--- src/rtl/cfg_store_pkg.sv ---
package cfg_store_pkg;
   typedef enum logic [1:0] {
      OP_PROG   = 2'b00,
      OP_VERIFY = 2'b01,
      OP_LOCK   = 2'b10,
      OP_ERASE  = 2'b11
   } cfg_op_e;
endpackage

--- src/rtl/cfg_cmd_seq.sv ---
// Command acceptance and fixed-length busy window with done pulse.
module cfg_cmd_seq #(
   parameter int BUSY_CYC = 4
) (
   input  logic clk,
   input  logic rst_n,
   input  logic cmd_valid,
   output logic accept,
   output logic busy,
   output logic done
);
   localparam int CNT_W = $clog2(BUSY_CYC + 1);
   localparam logic [CNT_W-1:0] CNT_LOAD = CNT_W'(BUSY_CYC);
   localparam logic [CNT_W-1:0] CNT_ONE  = CNT_W'(1);

   logic [CNT_W-1:0] cnt_q;

   assign busy   = (cnt_q != '0);
   assign accept = cmd_valid && !busy;

   always_ff @(posedge clk or negedge rst_n) begin
      if (!rst_n) begin
         cnt_q <= '0;
         done  <= 1'b0;
      end else begin
         done <= (cnt_q == CNT_ONE);
         if (accept)
            cnt_q <= CNT_LOAD;
         else if (busy)
            cnt_q <= cnt_q - CNT_ONE;
      end
   end
endmodule

--- src/rtl/cfg_lock_bit.sv ---
// Sticky security bit: set by request, cleared only by erase or power-up.
module cfg_lock_bit (
   input  logic clk,
   input  logic rst_n,
   input  logic set_req,
   input  logic clr_req,
   output logic locked
);
   always_ff @(posedge clk or negedge rst_n) begin
      if (!rst_n)
         locked <= 1'b0;
      else if (clr_req)
         locked <= 1'b0;
      else if (set_req)
         locked <= 1'b1;
   end
endmodule

--- src/rtl/cfg_row_array.sv ---
// Row storage with single-row write, whole-array erase and flat exposure.
module cfg_row_array #(
   parameter int   ROWS         = 16,
   parameter int   ROW_W        = 32,
   parameter int   ADDR_W       = 4,
   parameter logic ERASED_LEVEL = 1'b1
) (
   input  logic                  clk,
   input  logic                  rst_n,
   input  logic                  wr_en,
   input  logic [ADDR_W-1:0]     wr_addr,
   input  logic [ROW_W-1:0]      wr_data,
   input  logic                  erase,
   input  logic [ADDR_W-1:0]     rd_addr,
   output logic [ROW_W-1:0]      rd_row,
   output logic [ROWS*ROW_W-1:0] all_rows
);
   localparam logic [ROW_W-1:0] ERASED_ROW = {ROW_W{ERASED_LEVEL}};

   logic [ROW_W-1:0] row_q [ROWS];

   for (genvar r = 0; r < ROWS; r++) begin : g_row
      always_ff @(posedge clk or negedge rst_n) begin
         if (!rst_n)
            row_q[r] <= ERASED_ROW;
         else if (erase)
            row_q[r] <= ERASED_ROW;
         else if (wr_en && (wr_addr == ADDR_W'(r)))
            row_q[r] <= wr_data;
      end
      assign all_rows[r*ROW_W +: ROW_W] = row_q[r];
   end

   assign rd_row = row_q[rd_addr];
endmodule

--- src/rtl/cfg_store_ctrl.sv ---
// Lockable configuration row store: top level.
module cfg_store_ctrl
   import cfg_store_pkg::*;
#(
   parameter int   ROWS         = 16,
   parameter int   ROW_W        = 32,
   parameter int   ADDR_W       = $clog2(ROWS),
   parameter int   BUSY_CYC     = 4,
   parameter logic ERASED_LEVEL = 1'b1
) (
   input  logic                  clk,
   input  logic                  rst_n,
   input  logic                  cmd_valid,
   input  logic [1:0]            cmd_op,
   input  logic [ADDR_W-1:0]     cmd_addr,
   input  logic [ROW_W-1:0]      cmd_data,
   input  logic                  cmd_lock,
   output logic                  busy,
   output logic                  done,
   output logic                  err,
   output logic                  locked,
   output logic [ROW_W-1:0]      rd_data,
   output logic [ROWS*ROW_W-1:0] cfg_bits
);
   if (ROWS < 2 || ROWS != (1 << ADDR_W)) begin : g_bad_rows
      $error("cfg_store_ctrl: ROWS must be a power of two matching ADDR_W");
   end
   if (ROW_W < 1) begin : g_bad_width
      $error("cfg_store_ctrl: ROW_W must be positive");
   end
   if (BUSY_CYC < 1) begin : g_bad_busy
      $error("cfg_store_ctrl: BUSY_CYC must be at least 1");
   end

   logic accept;
   logic is_prog, is_verify, is_lock, is_erase;
   logic wr_en, erase_en, lock_set;
   logic [ROW_W-1:0] rd_row;

   assign is_prog   = (cmd_op == OP_PROG);
   assign is_verify = (cmd_op == OP_VERIFY);
   assign is_lock   = (cmd_op == OP_LOCK);
   assign is_erase  = (cmd_op == OP_ERASE);

   assign wr_en    = accept && is_prog && !locked;
   assign erase_en = accept && is_erase;
   assign lock_set = accept && (is_lock || (is_prog && cmd_lock));

   cfg_cmd_seq #(.BUSY_CYC(BUSY_CYC)) u_seq (
      .clk       (clk),
      .rst_n     (rst_n),
      .cmd_valid (cmd_valid),
      .accept    (accept),
      .busy      (busy),
      .done      (done)
   );

   cfg_lock_bit u_lock (
      .clk     (clk),
      .rst_n   (rst_n),
      .set_req (lock_set),
      .clr_req (erase_en),
      .locked  (locked)
   );

   cfg_row_array #(
      .ROWS         (ROWS),
      .ROW_W        (ROW_W),
      .ADDR_W       (ADDR_W),
      .ERASED_LEVEL (ERASED_LEVEL)
   ) u_rows (
      .clk      (clk),
      .rst_n    (rst_n),
      .wr_en    (wr_en),
      .wr_addr  (cmd_addr),
      .wr_data  (cmd_data),
      .erase    (erase_en),
      .rd_addr  (cmd_addr),
      .rd_row   (rd_row),
      .all_rows (cfg_bits)
   );

   // Readback and refusal flag, both registered at the acceptance edge.
   always_ff @(posedge clk or negedge rst_n) begin
      if (!rst_n) begin
         err     <= 1'b0;
         rd_data <= '0;
      end else begin
         err <= accept && locked && (is_prog || is_verify);
         if (accept)
            rd_data <= (is_verify && !locked) ? rd_row : '0;
      end
   end
endmodule

--- config.mk ---
export PLATFORM = sky130hd
export DESIGN_NAME = cfg_store_ctrl
export DESIGN_NICKNAME = d
export VERILOG_FILES = /design/src/rtl/cfg_store_pkg.sv /design/src/rtl/cfg_cmd_seq.sv /design/src/rtl/cfg_lock_bit.sv /design/src/rtl/cfg_row_array.sv /design/src/rtl/cfg_store_ctrl.sv
export SDC_FILE = /design/constraint.sdc
export NUM_CORES = 1
export LEC_CHECK = 0
export ABC_AREA = 1
export BUFFER_PORTS_ARGS = -buffer_cell sky130_fd_sc_hd__buf_4
export CAP_MARGIN = 20
export CORE_MARGIN = 1.5
export CORE_UTILIZATION = 50
export CTS_CLUSTER_SIZE = 20
export DETAILED_ROUTE_END_ITERATION = 10
export PLACE_DENSITY_LB_ADDON = 0.3
export SKIP_CTS_REPAIR_TIMING = 1
export SLEW_MARGIN = 25
export SYNTH_ARGS = -nofsm -noshare
export SYNTH_HDL_FRONTEND = slang
export SYNTH_SLANG_ARGS = --single-unit
--- constraint.sdc ---
create_clock -name clk -period 2.6 [get_ports clk]
set_input_delay 0.26 -clock clk [delete_from_list [all_inputs] [get_ports clk]]
set_output_delay 0.26 -clock clk [all_outputs]
set_load 0.005 [all_outputs]
==> flow_metrics.tcl, run 1 <==
set metrics [dict create \
    grt_util_met3_pct 8.848 \
    grt_max_degree 100 \
    fin_skew_ns 0.03018 \
    setup_viol 0 \
    h-tree-depth 2 \
    grt_pass1_wl_um 144900 \
    yosysWarnings 0 \
    antenna_found_initial 4 \
    routed_wl_um 97480 \
    track_usage_pct 35.48 \
    root_buffer "clkbuf_16" \
    violations "negative hold slack" \
    dr.pass1.iters 6 \
    remaining_drc_errors 0 \
    nets 3907 \
    p_leak_nw 16.59 \
    cts_buffers 56 \
    yosys.area.top_type "dfstp_2" \
    maxCapViolations 0 \
    ir_drop_mv 0.8073 \
    grt_pass1_vias 22776 \
    grt_busiest_layer "met1" \
    drt_iter0_markers 2604 \
    io_pins 590 \
    tns_ns 0 \
    overflow 0 \
    rsz0062_at_grt "false" \
    required_ns 3.15 \
    timing.hold.ws_ns -0.005074 \
    worstPathMaxFanout 38 \
    die_h_um 232.5 \
    timing.rr.start "u_seq.cnt_q[0]" \
    fin_crit_ns 2.337 \
    clock-sinks 550 \
    synth_nets 3406 \
    relSlewSlack_pct 40.20 \
    areaGrowthSynthToFinish_pct 26.14 \
    fp.dieW_um 232.5 \
    hold_violations 1 \
    finalWeightedCongestion 0.9793 \
    worst_pin_slew_ns 0.8960 \
    worstPathArrival_ns 2.89 \
    fmax_mhz 427.9 \
    clk_pin_slew_worst_paths_ns 0.06 \
    core_area_um2 51720 \
    startpoint "u_seq.cnt_q[0]" \
    synth_area_um2 26320 \
    dieArea_um2 54030 \
    vias 25109 \
    ys_seq_area_share_pct 54.72 \
    slew_viol_final 0 \
    tritoncts "built" \
    detail-route-antenna-nets 0 \
    clockBufferDepth 3 \
    min_period_over_period_pct 89.88 \
    vias_per_cell 5.468 \
    ys_ff_latch 550 \
    insertion_delay_ns 0.63 \
    dp_hpwl_um 69470 \
    drive_above_1_share_pct 33.61 \
    power_density_nw_per_um2 1366 \
    synthTopCellsByArea "dfstp_2, nand2_1, a21oi_1" \
    rows 83 \
    syn_inst 3361 \
    startpoint_type "register" \
    min_from "cmd_lock" \
    hold_class "primary input to register" \
    io_buffers 589 \
    synth_top_cell_area_share_pct 51.11 \
    start_util_pct 50.90 \
    post_synth.cell_area_avg_um2 7.832 \
    run_status "finished, violations left" \
    power_mw 45.37 \
    use_met1_pct 53.42 \
    use_met2_pct 48.64 \
    routedWlPerCell_um 21.23 \
    synthDistinctLibCells 29 \
    path_class "register to register" \
    critPathCaptureType "register" \
]
-- Yosys cell counts --
library cell / instances
nor3_1: 2
buf_8: 1
nand2_4: 10
o211ai_1: 1
nor2_1: 519
inv_2: 3
inv_1: 11
o21ai_0: 66
buf_1: 11
dfrtp_1: 38
nand2_1: 1445
nor4_1: 1
clkbuf_1: 83
dfstp_2: 512
a21oi_2: 7
ha_1: 3
or2_2: 1
nand3_1: 16
a21oi_1: 475
buf_2: 80
buf_4: 31
clkinv_1: 1
buf_6: 32
a31oi_1: 1
nor2_4: 1
nand3_4: 1
nor2_2: 1
nor3_4: 1
nand2_2: 7
-- flip-flops by register name, summed over array words and instances (netlist names) --
signal           cells
u_rows.all_rows    512
err                  1
u_seq.done           1
u_lock.locked        1
rd_data             32
u_seq.cnt_q          3
-- path summary, 6_finish.rpt --
kind	endpoint	slack [ns]	cells after the start
max in group asynchronous	u_rows.all_rows[410]	1.47	3
worst max-delay path	u_rows.all_rows[79]	0.26	11
min in group asynchronous	rd_data[3]	0.19	2
worst min-delay path	u_lock.locked	-0.005	3
worst max register to register	u_rows.all_rows[79]	0.26	11
worst min register to register	u_seq.done	0.45	1
-- cells by family (layout without fill, tap and decap cells) --
logic type | after synthesis | in the layout | share of synthesized area, %
DFF | 550 | 550 | 54.72
other | 0 | 3 | 0
AOI/OAI and AO/OA | 550 | 550 | 10.57
adders and majority gates | 3 | 3 | 0.1426
buffers and inverters | 253 | 801 | 5.385
and+or+nand+nor | 2005 | 2005 | 29.18
-- through the flow --
step                      instance area, um2  utilization, %  worst slack (ns)  cells  hold slack (ns)
after global placement                 31310           60.54            0.3835   4481           0.2362
after detailed placement               31310           60.54            0.2934   4481           0.2334
after global routing                   33210           64.21           0.04932   4592         0.004263
after floorplan                        26320               -            0.7932   3361         -0.03559
final                                  33210           64.21            0.2631   4592        -0.005074
after CTS                              33160           64.12            0.2046   4586          -0.4208
-- power breakdown --
group          internal (mW)  leakage (nW)  switching (mW)
combinational           8.49          9.78            8.71
clock                   4.70         0.911            3.49
sequential              15.9          5.90            4.13
total                   29.0          16.6            16.3
-- per-layer routing --
| metal | share of wire [%] | vias up | wire, um |
|---|---|---|---|
| li1 | - | 11565 | - |
| met1 | 44 | 11965 | 42660 |
| met2 | 41 | 1374 | 39970 |
| met3 | 11 | 203 | 10570 |
| met4 | 4.4 | 2 | 4265 |
| met5 | 0.013 | - | 13 |
-- critical path, stage by stage, from the launching register on --
cell	delay (ns)
dfrtp_1	0.40
inv_1	0.09
ha_1	0.16
nand2_2	0.08
inv_2	0.07
nand2_2	0.12
inv_2	0.11
nand3_4	0.33
nand2_4	0.45
buf_12	0.24
nor2_1	0.07
a21oi_1	0.13
-- layout by cell type (no fill, tap or decap), types with 3 or more instances in the layout --
cell type and instances:
nand2_2 7, diode_2 3, ha_1 3, o21ai_0 66, clkbuf_16 58, nor2_1 516
dfstp_2 512, nand3_1 16, buf_12 28, buf_4 648, a21oi_1 475, inv_2 3
nor2_4 3, dfrtp_1 38, inv_1 9, nand2_4 9, clkbuf_8 14, nand2_1 1445
clkbuf_1 19, clkinv_2 8, a21oi_2 6, dlygate4sd3_1 3
-- final cells by class --
class / count / area (um2)
clock inverters: 14 / 133.9
flip-flops and latches: 550 / 14400
repair buffers: 681 / 5485
multi-input cells: 2558 / 10540
well taps: 680 / 850.8
diodes: 3 / 7.507
fillers: 4489 / 18510
clock buffers: 91 / 1715
inverters: 15 / 66.31
No activity file was read; power rests on OpenSTA's default activity.
==> inputs of run 2 (changes only) <==
Settings changed: MAX_ROUTING_LAYER from default to met4.
==> run 2 against run 1 <==
Compared with the run above: sequential cell count unchanged; largest cell class unchanged; fmax increased by 2.0%; via count shrank 0.11%; global-route usage increased by 1.3 points; total power rose by 1.2%; critical path type unchanged; the flow still finishes with violations (negative hold slack); count of clock-buffer cells in the layout is 7 lower; final area grew 0.33%; clock skew shrank 0.0035 ns; combinational power about the same; largest power group unchanged; final cell count is essentially flat.
==> flow_metrics.tcl, run 2 (synthesis gave the netlist of run 1 again) <==
set metrics [dict create \
    root_buffer "clkbuf_16" \
    dp_hpwl_um 69680 \
    antenna_found_initial 3 \
    crit_buf_inv 3 \
    nets 3907 \
    routedWlPerCell_um 21.37 \
    worst_pin_slew_ns 0.8291 \
    detail-route-antenna-nets 0 \
    finalWeightedCongestion 0.9947 \
    fp.dieW_um 232.5 \
    relSlewSlack_pct 44.66 \
    run_status "finished, violations left" \
    vias_per_cell 5.461 \
    cp_slowest_stage_delay_ns 0.40 \
    grt_max_degree 91 \
    clockBufferDepth 3 \
    slew_viol_final 0 \
    path_class "register to register" \
    grt_pass1_vias 22792 \
    wl_met3_um 10270 \
    die_h_um 232.5 \
    clkPwrFrac_pct 19.0 \
    sw_frac_of_total_pct 35.87 \
    track_usage_pct 36.80 \
    wl_met2_um 40610 \
    vias 25081 \
    slowest_stage "dfrtp_1" \
    tritoncts "built" \
    setup_viol 0 \
    violations "negative hold slack" \
    rows 83 \
    switching_power_mw 16.48 \
    layout.cells.most_common_list "nand2_1, buf_4, nor2_1" \
    cp.depth 11 \
    cts_buffers 57 \
    final_util_pct 64.42 \
    worstPathCellList "inv_1 > ha_1 > nand2_2 > inv_2 > nand2_2 > nor2_4 > nand3_1 > nand2_4 > buf_12 > nor2_1 > a21oi_1" \
    clock-sinks 550 \
    area.sequential_um2 14400 \
    min_period_over_period_pct 88.13 \
    rsz0062_at_grt "false" \
    h-tree-depth 2 \
    largest_reg_flops 512 \
    hold_depth 3 \
    clk_pin_slew_worst_paths_ns 0.06 \
    drt_iter0_markers 3049 \
    routed_wl_um 98160 \
    ir_drop_mv 0.8189 \
    fmax_mhz 436.4 \
    seq_power_share_pct 43.6 \
    worstPathMaxFanout 38 \
    dp.cells 4480 \
    io_pins 590 \
    drive_above_1_share_pct 33.79 \
    areaGrowthSynthToFinish_pct 26.56 \
    maxCapViolations 0 \
    worstPathArrival_ns 2.84 \
    comb_power_share_pct 37.4 \
    fillCellCount 4444 \
    timing.hold.ws_ns -0.006893 \
    top_layer "met4" \
    remaining_drc_errors 0 \
    m1WireLength_um 43220 \
    p_int_mw 29.46 \
    fin_skew_ns 0.02673 \
    insertion_delay_ns 0.63 \
    core_area_um2 51720 \
    critPathCaptureType "register" \
    cp_common_cell "nand2_2" \
    p_leak_nw 16.66 \
    multiInputGateArea_um2 10530 \
    required_ns 3.14 \
    layout_commonest_cell "nand2_1" \
    start_util_pct 50.90 \
    instances_no_fill 4593 \
    overflow 0 \
    dieArea_um2 54030 \
    dr.pass1.iters 6 \
    io_buffers 589 \
    tns_ns 0 \
    hold_violations 1 \
    fin_crit_ns 2.291 \
    grt_pass1_wl_um 145700 \
    startpoint_type "register" \
    cpLargestDelayFamily "simple AND/OR/NAND/NOR gates" \
    ff2ff_path_depth 11 \
    power_density_nw_per_um2 1379 \
    hold_class "primary input to register" \
    power_mw 45.94 \
]
## run 2: cell types whose count changed in the layout (fill, tap and decap cells not counted), sizes merged
cell | previous run | this run
clkinvlp | 1 | 0
clkbuf | 91 | 84
bufinv | 2 | 6
buf | 678 | 677
clkinv | 10 | 17
inv | 16 | 15
## run 2: power groups by stage
stage	Clock, mW	Sequential (mW)	Combinational [mW]
final	8.72	20.0	17.2
after global routing	9.07	20.5	18.9
after global placement	0	19.9	16.6
after CTS	8.77	19.9	17.1
after floorplan	0	19.1	7.01
after detailed placement	0	19.9	17.0
## run 2: path summary, 6_finish.rpt
kind | startpoint | endpoint | slack (ns)
setup / recovery | u_seq.cnt_q[0] | u_rows.all_rows[79] | 0.31
hold / removal | cmd_data[10] | u_rows.all_rows[106] | -0.007
setup reg to reg | u_seq.cnt_q[0] | u_rows.all_rows[79] | 0.31
hold reg to reg | u_seq.cnt_q[2] | u_seq.done | 0.46
max in group asynchronous | rst_n | u_rows.all_rows[447] | 1.48
min in group asynchronous | rst_n | rd_data[21] | 0.26
## run 2: layout make-up
class	instances	area share (%)
clock buffer	84	5.108
inverter	15	0.1991
sequential	550	43.24
clock inverter	23	0.8187
multi-input combinational	2558	31.62
timing repair buffer	680	16.44
antenna	3	0.02253
tap	680	2.554
## run 2: through the flow
step | worst slack, ns | cell area (um2) | hold slack, ns
after global routing | 0.09531 | 33310 | 0.003692
after detailed placement | 0.3490 | 31300 | 0.3002
final | 0.3086 | 33310 | -0.006893
after global placement | 0.4665 | 31300 | 0.2995
after floorplan | 0.7932 | 26320 | -0.03559
after CTS | 0.3171 | 33280 | -0.3468
## run 2: metal layers
| metal | global-route usage [%] | vias to the layer above |
|---|---|---|
| met2 | 48.61 | 1431 |
| met5 | - | - |
| met4 | 13.67 | 0 |
| met3 | 7.267 | 198 |
| li1 | - | 11566 |
| met1 | 55.27 | 11886 |
## run 2: worst min-delay path, cell delays in order
cell,delay [ns]
buf_4,0.08
nor2_1,0.08
a21oi_1,0.15
